**src/rtl/cyc_seq.sv**
```systemverilog
module cyc_seq #(
  parameter int CYC_LEN = 8,
  parameter int ADDR_W  = 16
) (
  input  logic              clk,
  input  logic              rst_n,
  input  logic [1:0]        mode_i,
  input  logic              dma_in_req,
  input  logic              dma_out_req,
  input  logic              irq_req,
  input  logic              idle_op,
  output logic [1:0]        state_code,
  output logic [2:0]        cyc_kind,
  output logic              cyc_last,
  output logic [1:0]        mode_act,
  output logic              dma_wr,
  output logic              dma_rd,
  output logic [ADDR_W-1:0] r0,
  output logic [3:0]        p_reg,
  output logic [3:0]        x_reg,
  output logic [7:0]        t_reg,
  output logic              ie
);
  localparam int CW = (CYC_LEN > 1) ? $clog2(CYC_LEN) : 1;
  localparam logic [CW-1:0] LAST = CW'(CYC_LEN - 1);
  localparam logic [1:0] M_LOAD = 2'd0, M_RST = 2'd1, M_PAUSE = 2'd2, M_RUN = 2'd3;

  typedef enum logic [2:0] {
    K_RST = 3'd0, K_INIT = 3'd1, K_FETCH = 3'd2, K_EXEC = 3'd3,
    K_DMAI = 3'd4, K_DMAO = 3'd5, K_INT = 3'd6
  } kind_t;

  kind_t kind, kind_n, nxt, req_nxt;
  logic [CW-1:0] cnt;
  logic [1:0] ms1, ms2, mode_q, mode_n;

  wire paused  = (mode_q == M_PAUSE);
  wire is_load = (mode_q == M_LOAD);

  assign cyc_last = !paused && (cnt == LAST);
  assign cyc_kind = kind;
  assign mode_act = mode_q;
  assign dma_wr   = cyc_last && (kind == K_DMAI);
  assign dma_rd   = cyc_last && (kind == K_DMAO);

  always_comb begin
    case (kind)
      K_FETCH:        state_code = 2'd0;
      K_DMAI, K_DMAO: state_code = 2'd2;
      K_INT:          state_code = 2'd3;
      default:        state_code = 2'd1;
    endcase
  end

  always_comb begin
    req_nxt = dma_in_req ? K_DMAI : dma_out_req ? K_DMAO : (ie && irq_req) ? K_INT : K_FETCH;
    case (kind)
      K_FETCH:        nxt = K_EXEC;
      K_EXEC:         nxt = (req_nxt == K_FETCH && (idle_op || is_load)) ? K_EXEC : req_nxt;
      K_DMAI, K_DMAO: nxt = (req_nxt == K_FETCH && is_load) ? K_EXEC : req_nxt;
      K_INT:          nxt = dma_in_req ? K_DMAI : dma_out_req ? K_DMAO : K_FETCH;
      K_INIT:         nxt = dma_in_req ? K_DMAI : dma_out_req ? K_DMAO : (is_load ? K_EXEC : K_FETCH);
      default:        nxt = K_RST;
    endcase
  end

  always_comb begin
    mode_n = mode_q;
    kind_n = kind;
    if (paused) begin
      case (ms2)
        M_RUN:   begin mode_n = M_RUN;  kind_n = K_FETCH; end
        M_RST:   begin mode_n = M_RST;  kind_n = K_RST;   end
        M_LOAD:  begin mode_n = M_LOAD; kind_n = K_EXEC;  end
        default: ;
      endcase
    end else if (cyc_last) begin
      case (ms2)
        M_RST:   begin mode_n = M_RST; kind_n = K_RST; end
        M_PAUSE: mode_n = M_PAUSE;
        M_LOAD: begin
          mode_n = M_LOAD;
          kind_n = (mode_q == M_RST) ? K_INIT : nxt;
        end
        default: begin
          if (mode_q == M_RST) begin
            mode_n = M_RUN; kind_n = K_INIT;
          end else begin
            mode_n = mode_q; kind_n = nxt;
          end
        end
      endcase
    end
  end

  always_ff @(posedge clk or negedge rst_n) begin
    if (!rst_n) begin
      ms1    <= M_RST;
      ms2    <= M_RST;
      mode_q <= M_RST;
      kind   <= K_RST;
      cnt    <= '0;
      ie     <= 1'b1;
      p_reg  <= '0;
      x_reg  <= '0;
      t_reg  <= '0;
      r0     <= '0;
    end else begin
      ms1    <= mode_i;
      ms2    <= ms1;
      mode_q <= mode_n;
      kind   <= kind_n;
      if (paused || cyc_last) cnt <= '0;
      else                    cnt <= cnt + 1'b1;
      if (cyc_last) begin
        case (kind)
          K_RST:  ie <= 1'b1;
          K_INIT: begin x_reg <= '0; p_reg <= '0; r0 <= '0; end
          K_DMAI, K_DMAO: r0 <= r0 + 1'b1;
          K_INT: begin
            t_reg <= {x_reg, p_reg};
            x_reg <= 4'd2;
            p_reg <= 4'd1;
            ie    <= 1'b0;
          end
          default: ;
        endcase
      end
    end
  end


  kind_hold_chk: assert property (@(posedge clk) disable iff (!rst_n)
    (!cyc_last && !paused) |=> $stable(kind));

  dma_strobe_chk: assert property (@(posedge clk) disable iff (!rst_n)
    $onehot0({dma_wr, dma_rd}));

  r0_step_chk: assert property (@(posedge clk) disable iff (!rst_n)
    (dma_wr || dma_rd) |=> (r0 == $past(r0) + 1'b1));

  int_effect_chk: assert property (@(posedge clk) disable iff (!rst_n)
    (cyc_last && kind == K_INT) |=> (!ie && p_reg == 4'd1 && x_reg == 4'd2));

  pause_hold_chk: assert property (@(posedge clk) disable iff (!rst_n)
    (paused && ms2 == M_PAUSE) |=> ($stable(r0) && $stable(kind) && !cyc_last));

  no_load_to_run_chk: assert property (@(posedge clk) disable iff (!rst_n)
    (mode_q == M_LOAD) |=> (mode_q != M_RUN));
endmodule

```
**config.mk**
```make
export PLATFORM = sky130hd
export DESIGN_NAME = cyc_seq
export DESIGN_NICKNAME = d
export VERILOG_FILES = /design/src/rtl/cyc_seq.sv
export SDC_FILE = /design/constraint.sdc
export NUM_CORES = 1
export LEC_CHECK = 0
export BUFFER_PORTS_ARGS = -buffer_cell sky130_fd_sc_hd__clkbuf_2
export CAP_MARGIN = 30
export CORE_UTILIZATION = 43
export DETAILED_ROUTE_END_ITERATION = 8
export PLACE_DENSITY_LB_ADDON = 0.25
export SYNTH_ARGS = -nofsm -noshare
export SYNTH_HDL_FRONTEND = slang
export SYNTH_SLANG_ARGS = --single-unit
```
**constraint.sdc**
```tcl
create_clock -name clk -period 2.7 [get_ports clk]
set_clock_uncertainty 0.2 [all_clocks]
set_input_delay 0.27 -clock clk [delete_from_list [all_inputs] [get_ports clk]]
set_output_delay 0.27 -clock clk [all_outputs]
set_load 0.01 [all_outputs]
```
==> results <==
- The flow ran to the end, and the final reports show no timing, DRC or antenna violations.
- Entering global routing, the biggest net connects 32 pins.
- The number of top-level design ports is 51.
- Synthesis inferred 31 register bits.
- On the worst path, the slowest cell contributes a delay of 0.58 ns.
- The async set or reset register ratio after synthesis is 100%.
- In this run the static leakage power is 1.02 nW.
- The DRC violation count after routing is 0.
- The placement-stage worst setup slack is 0.0672 ns.
- The repair_antennas step left the layout with diodes totalling 0.
- STA puts the critical path data required time at 2.71 ns.
- At the later pin of the worst-skew pair, clock insertion delay measures 0.29 ns.
- The dominant synthesized flop cell is sky130_fd_sc_hd__dfrtp_1.
- The worst-case register-to-register setup slack is 0.1 ns.
- For the pin with the worst max-slew slack, the measured transition is 0.749 ns.
- Summing over every cut layer, the via total after detailed routing is 1508.
- The slack of the critical path is 0.0995 ns.
- The kind of start point of the critical path is a flop.
- VDD sags by at most 460 uV.
- Once the floorplan was initialized, standard cells occupied 46.7% of the core.
- Following the worst setup path forward leads to its endpoint at r0[11].
- The first detailed-routing pass ran for 4 iterations.
- TritonCTS created 5 clock buffers.
- Compared with the post-synthesis result, the final layout area differs by 21.5%.
- The final max-slew violation count was 0.
- The slowest cell on the critical path is sky130_fd_sc_hd__dfstp_2.
- The tightest slew margin relative to the limit is 50.1%.
- The antenna violation net count after detailed routing is 0.
- The arrival time reported for the critical path endpoint is 2.61 ns.
- The first global-routing pass estimated 6120 um of wire.
- The clock net sink count is 31.
- The endpoint of the worst register-to-register path is r0[11].
- The detailed-route wire length per cell is 12.9 um.
- For this block, the routed nets add up to 3700 um of wire.
- Summed over all layers, the global routing overflow is 0.
- The layout has 358 filler cells.
- The number of stages on the worst hold path is 0.
- Setup repair after global routing left no endpoint under its margin.
- Row generation in the floorplan step produced 22 rows.
- The critical path start-end classification is reg2reg.
- The post-layout minimum cycle time is 2.60 ns.
- The launch point of the critical path is mode_act[0].
- The distinct cell type count after synthesis is 45.
- The number of hold-slack violations in the final timing report is 0.
- Of the available clock period, the critical path in the final layout requires 96.3%.
- Global routing used 18.9% of the available tracks across all layers.
- The post-CTS repair timing setup buffer count is 0.
- The synthesized design contains 0 enable-type register cells.
- From bottom edge to top edge, the die measures 66.3 um.
- The startpoint of the worst-slack reg-to-reg timing path is mode_act[0].
- Across the run, the number of max-cap violations was 0.
- In this run the worst hold path is classified as reg2reg.
- The initial antenna violation count is 0.
- Power spread over the standard cell area amounts to 697 nW/um^2.
- In this run the clock root is driven by a sky130_fd_sc_hd__clkbuf_8.
- The count of yosys warnings during synthesis is 0.
- The H-tree was split into 2 levels.
- At the end of routability-driven placement, the weighted congestion stood at 0.821.
- r0 holds more flip-flops than any other register.
- The area of the mapped netlist is 1780 um^2.
- The synthesized area divided by synthesized cell count is 9.15 um^2.
- The full die area is 4390 um^2.
- The critical path contains buffers and inverters numbering 2 combined.
- The placeable core area is 3800 um^2.
- The post-detailed-route via-to-cell ratio is 5.24.
- The family with the most delay on the worst path is simple AND/OR/NAND/NOR gates.
- The estimated wirelength of the detail-placed design is 2670 um.
- The count of buffers added on input and output ports is 38.
- The violation count after the first detailed-route iteration is 60.
- The number of global-route vias before repair is 1407.
- The depth of the worst register-to-register path is 7.
- The peak fanout along the critical path is 8.
- The net count reported at finish is 253.
- The number of flip-flops in the largest register is 16.
- The critical path runs through a total of 7 cells.
- Of the synthesized area, sequential elements account for 44.0%.
- Setup total negative slack on the finished layout was measured at 0 ns.
- The clock transition at the registers of the reported paths is 0.07 ns.
- Setup violations remaining at the end of the flow were counted as 0.
- The tightest hold margin is 0.155 ns.
- The largest buffer count on any clock path is 2.
- Walking the worst path, the cells encountered are inv_2 > ha_4 > or3b_4 > or4_4 > buf_4 > or3_1 > a21oi_1.
- The clock tree from TritonCTS is yes.
- Synthesis handed over a netlist of 194 instances.
- Static timing analysis puts the maximum clock frequency at 385 MHz.
- The post-route netlist has 29.2% of its cells at a drive strength greater than 1.
- The worst setup path is captured at a flop.
- The floorplan die width is 66.3 um.
cells in the final DEF, fill, tap and decap left out, types with 3 or more instances in the layout:
| cell type | n |
|---|---|
| sky130_fd_sc_hd__buf_4 | 11 |
| sky130_fd_sc_hd__clkbuf_8 | 6 |
| sky130_fd_sc_hd__or3_1 | 7 |
| sky130_fd_sc_hd__nand4_1 | 4 |
| sky130_fd_sc_hd__nand3_1 | 6 |
| sky130_fd_sc_hd__and2_1 | 3 |
| sky130_fd_sc_hd__clkbuf_2 | 38 |
| sky130_fd_sc_hd__dfstp_2 | 4 |
| sky130_fd_sc_hd__dlygate4sd3_1 | 3 |
| sky130_fd_sc_hd__o21ai_0 | 17 |
| sky130_fd_sc_hd__a21oi_1 | 13 |
| sky130_fd_sc_hd__conb_1 | 12 |
| sky130_fd_sc_hd__ha_1 | 5 |
| sky130_fd_sc_hd__inv_1 | 8 |
| sky130_fd_sc_hd__nor3_1 | 6 |
| sky130_fd_sc_hd__a31oi_1 | 3 |
| sky130_fd_sc_hd__nor2_1 | 14 |
| sky130_fd_sc_hd__nand2_1 | 11 |
| sky130_fd_sc_hd__dfrtp_1 | 27 |
| sky130_fd_sc_hd__xnor2_1 | 5 |
worst min path at each step:
stage,start,to,slack [ns]
floorplan,rst_n,cnt[0],-0.23
finish,ms1[0],ms2[0],0.16
detailed placement,ms1[0],ms2[0],0.15
global placement,ms1[1],ms2[1],0.13
CTS,ms1[0],ms2[0],0.16
global route,ms1[0],ms2[0],0.16
worst register-to-register path, delay by kind of cell (launching register included):
kind                     cells  cell delay [ns]
AND/OR/NAND/NOR              3             1.18
adder cells (fa/ha/maj)      1             0.16
flip-flops                   1             0.58
AO/OA/AOI/OAI                1             0.16
buffers and inverters        2             0.24
cell usage after synthesis (6+ instances only):
cell                       count  area (um^2)
sky130_fd_sc_hd__nor2_1       14         52.6
sky130_fd_sc_hd__a21oi_1      13         65.1
sky130_fd_sc_hd__ha_1          6         75.1
sky130_fd_sc_hd__o21ai_0      17         85.1
sky130_fd_sc_hd__clkbuf_1      6         22.5
sky130_fd_sc_hd__nand2_1      11         41.3
sky130_fd_sc_hd__dfrtp_1      27          676
sky130_fd_sc_hd__inv_1         9         33.8
sky130_fd_sc_hd__or3_1         7         43.8
sky130_fd_sc_hd__nor3_1        6         30.0
sky130_fd_sc_hd__nand3_1       6         30.0
sky130_fd_sc_hd__buf_4        14          105
routing by layer:
layer / part of all wire (%) / vias up / GRT usage (%)
met5: 0 / - / 0
met4: 2.2 / 0 / 11.2
met3: 3.2 / 7 / 4.48
met2: 47 / 31 / 30.0
met1: 47 / 714 / 23.2
li1: - / 756 / -
cell families after synthesis:
logic type	count (synthesis)	share of synthesized area, %
XOR/XNOR	6	2.96
buffers and inverters	34	10.9
other	1	0.211
multiplexers	3	1.76
adder cells (fa/ha/maj)	6	4.23
AO/OA/AOI/OAI	46	15.9
AND/OR/NAND/NOR	67	20.1
flip-flops	31	44.0
report_power, final:
group / internal [W] / switching [W] / total [W]
Sequential: 0.000520 / 0.0000383 / 0.000558
Clock: 0.000298 / 0.000172 / 0.000470
Combinational: 0.000205 / 0.000270 / 0.000475
layout make-up:
class	instances	area [um^2]	area share, %
multi-input cells	140	862	40.0
flip-flops and latches	31	781	36.2
repair buffers	52	303	14.0
clock buffers	6	82.6	3.83
well taps	48	60.1	2.78
clock inverters	2	35.0	1.62
inverters	9	33.8	1.57
per-stage QoR:
step	util [%]	instances	cell area (um^2)	total power, W
4_1_cts	56.7	288	2150	0.00151
3_5_place_dp	52.8	277	2010	0.00103
6_report	56.8	288	2160	0.00150
3_3_place_gp	52.8	277	2010	0.00103
2_1_floorplan	-	205	1850	0.000914
5_1_grt	56.8	288	2160	0.00160
what timing repair did:
action / in CTS / in global routing
hold buffers: 3 / 0
endpoints found under the setup margin: 0 / 6
hold endpoints to repair: 29 / 0
resized for setup: 0 / 1
Power figures use the tool's default switching activity.
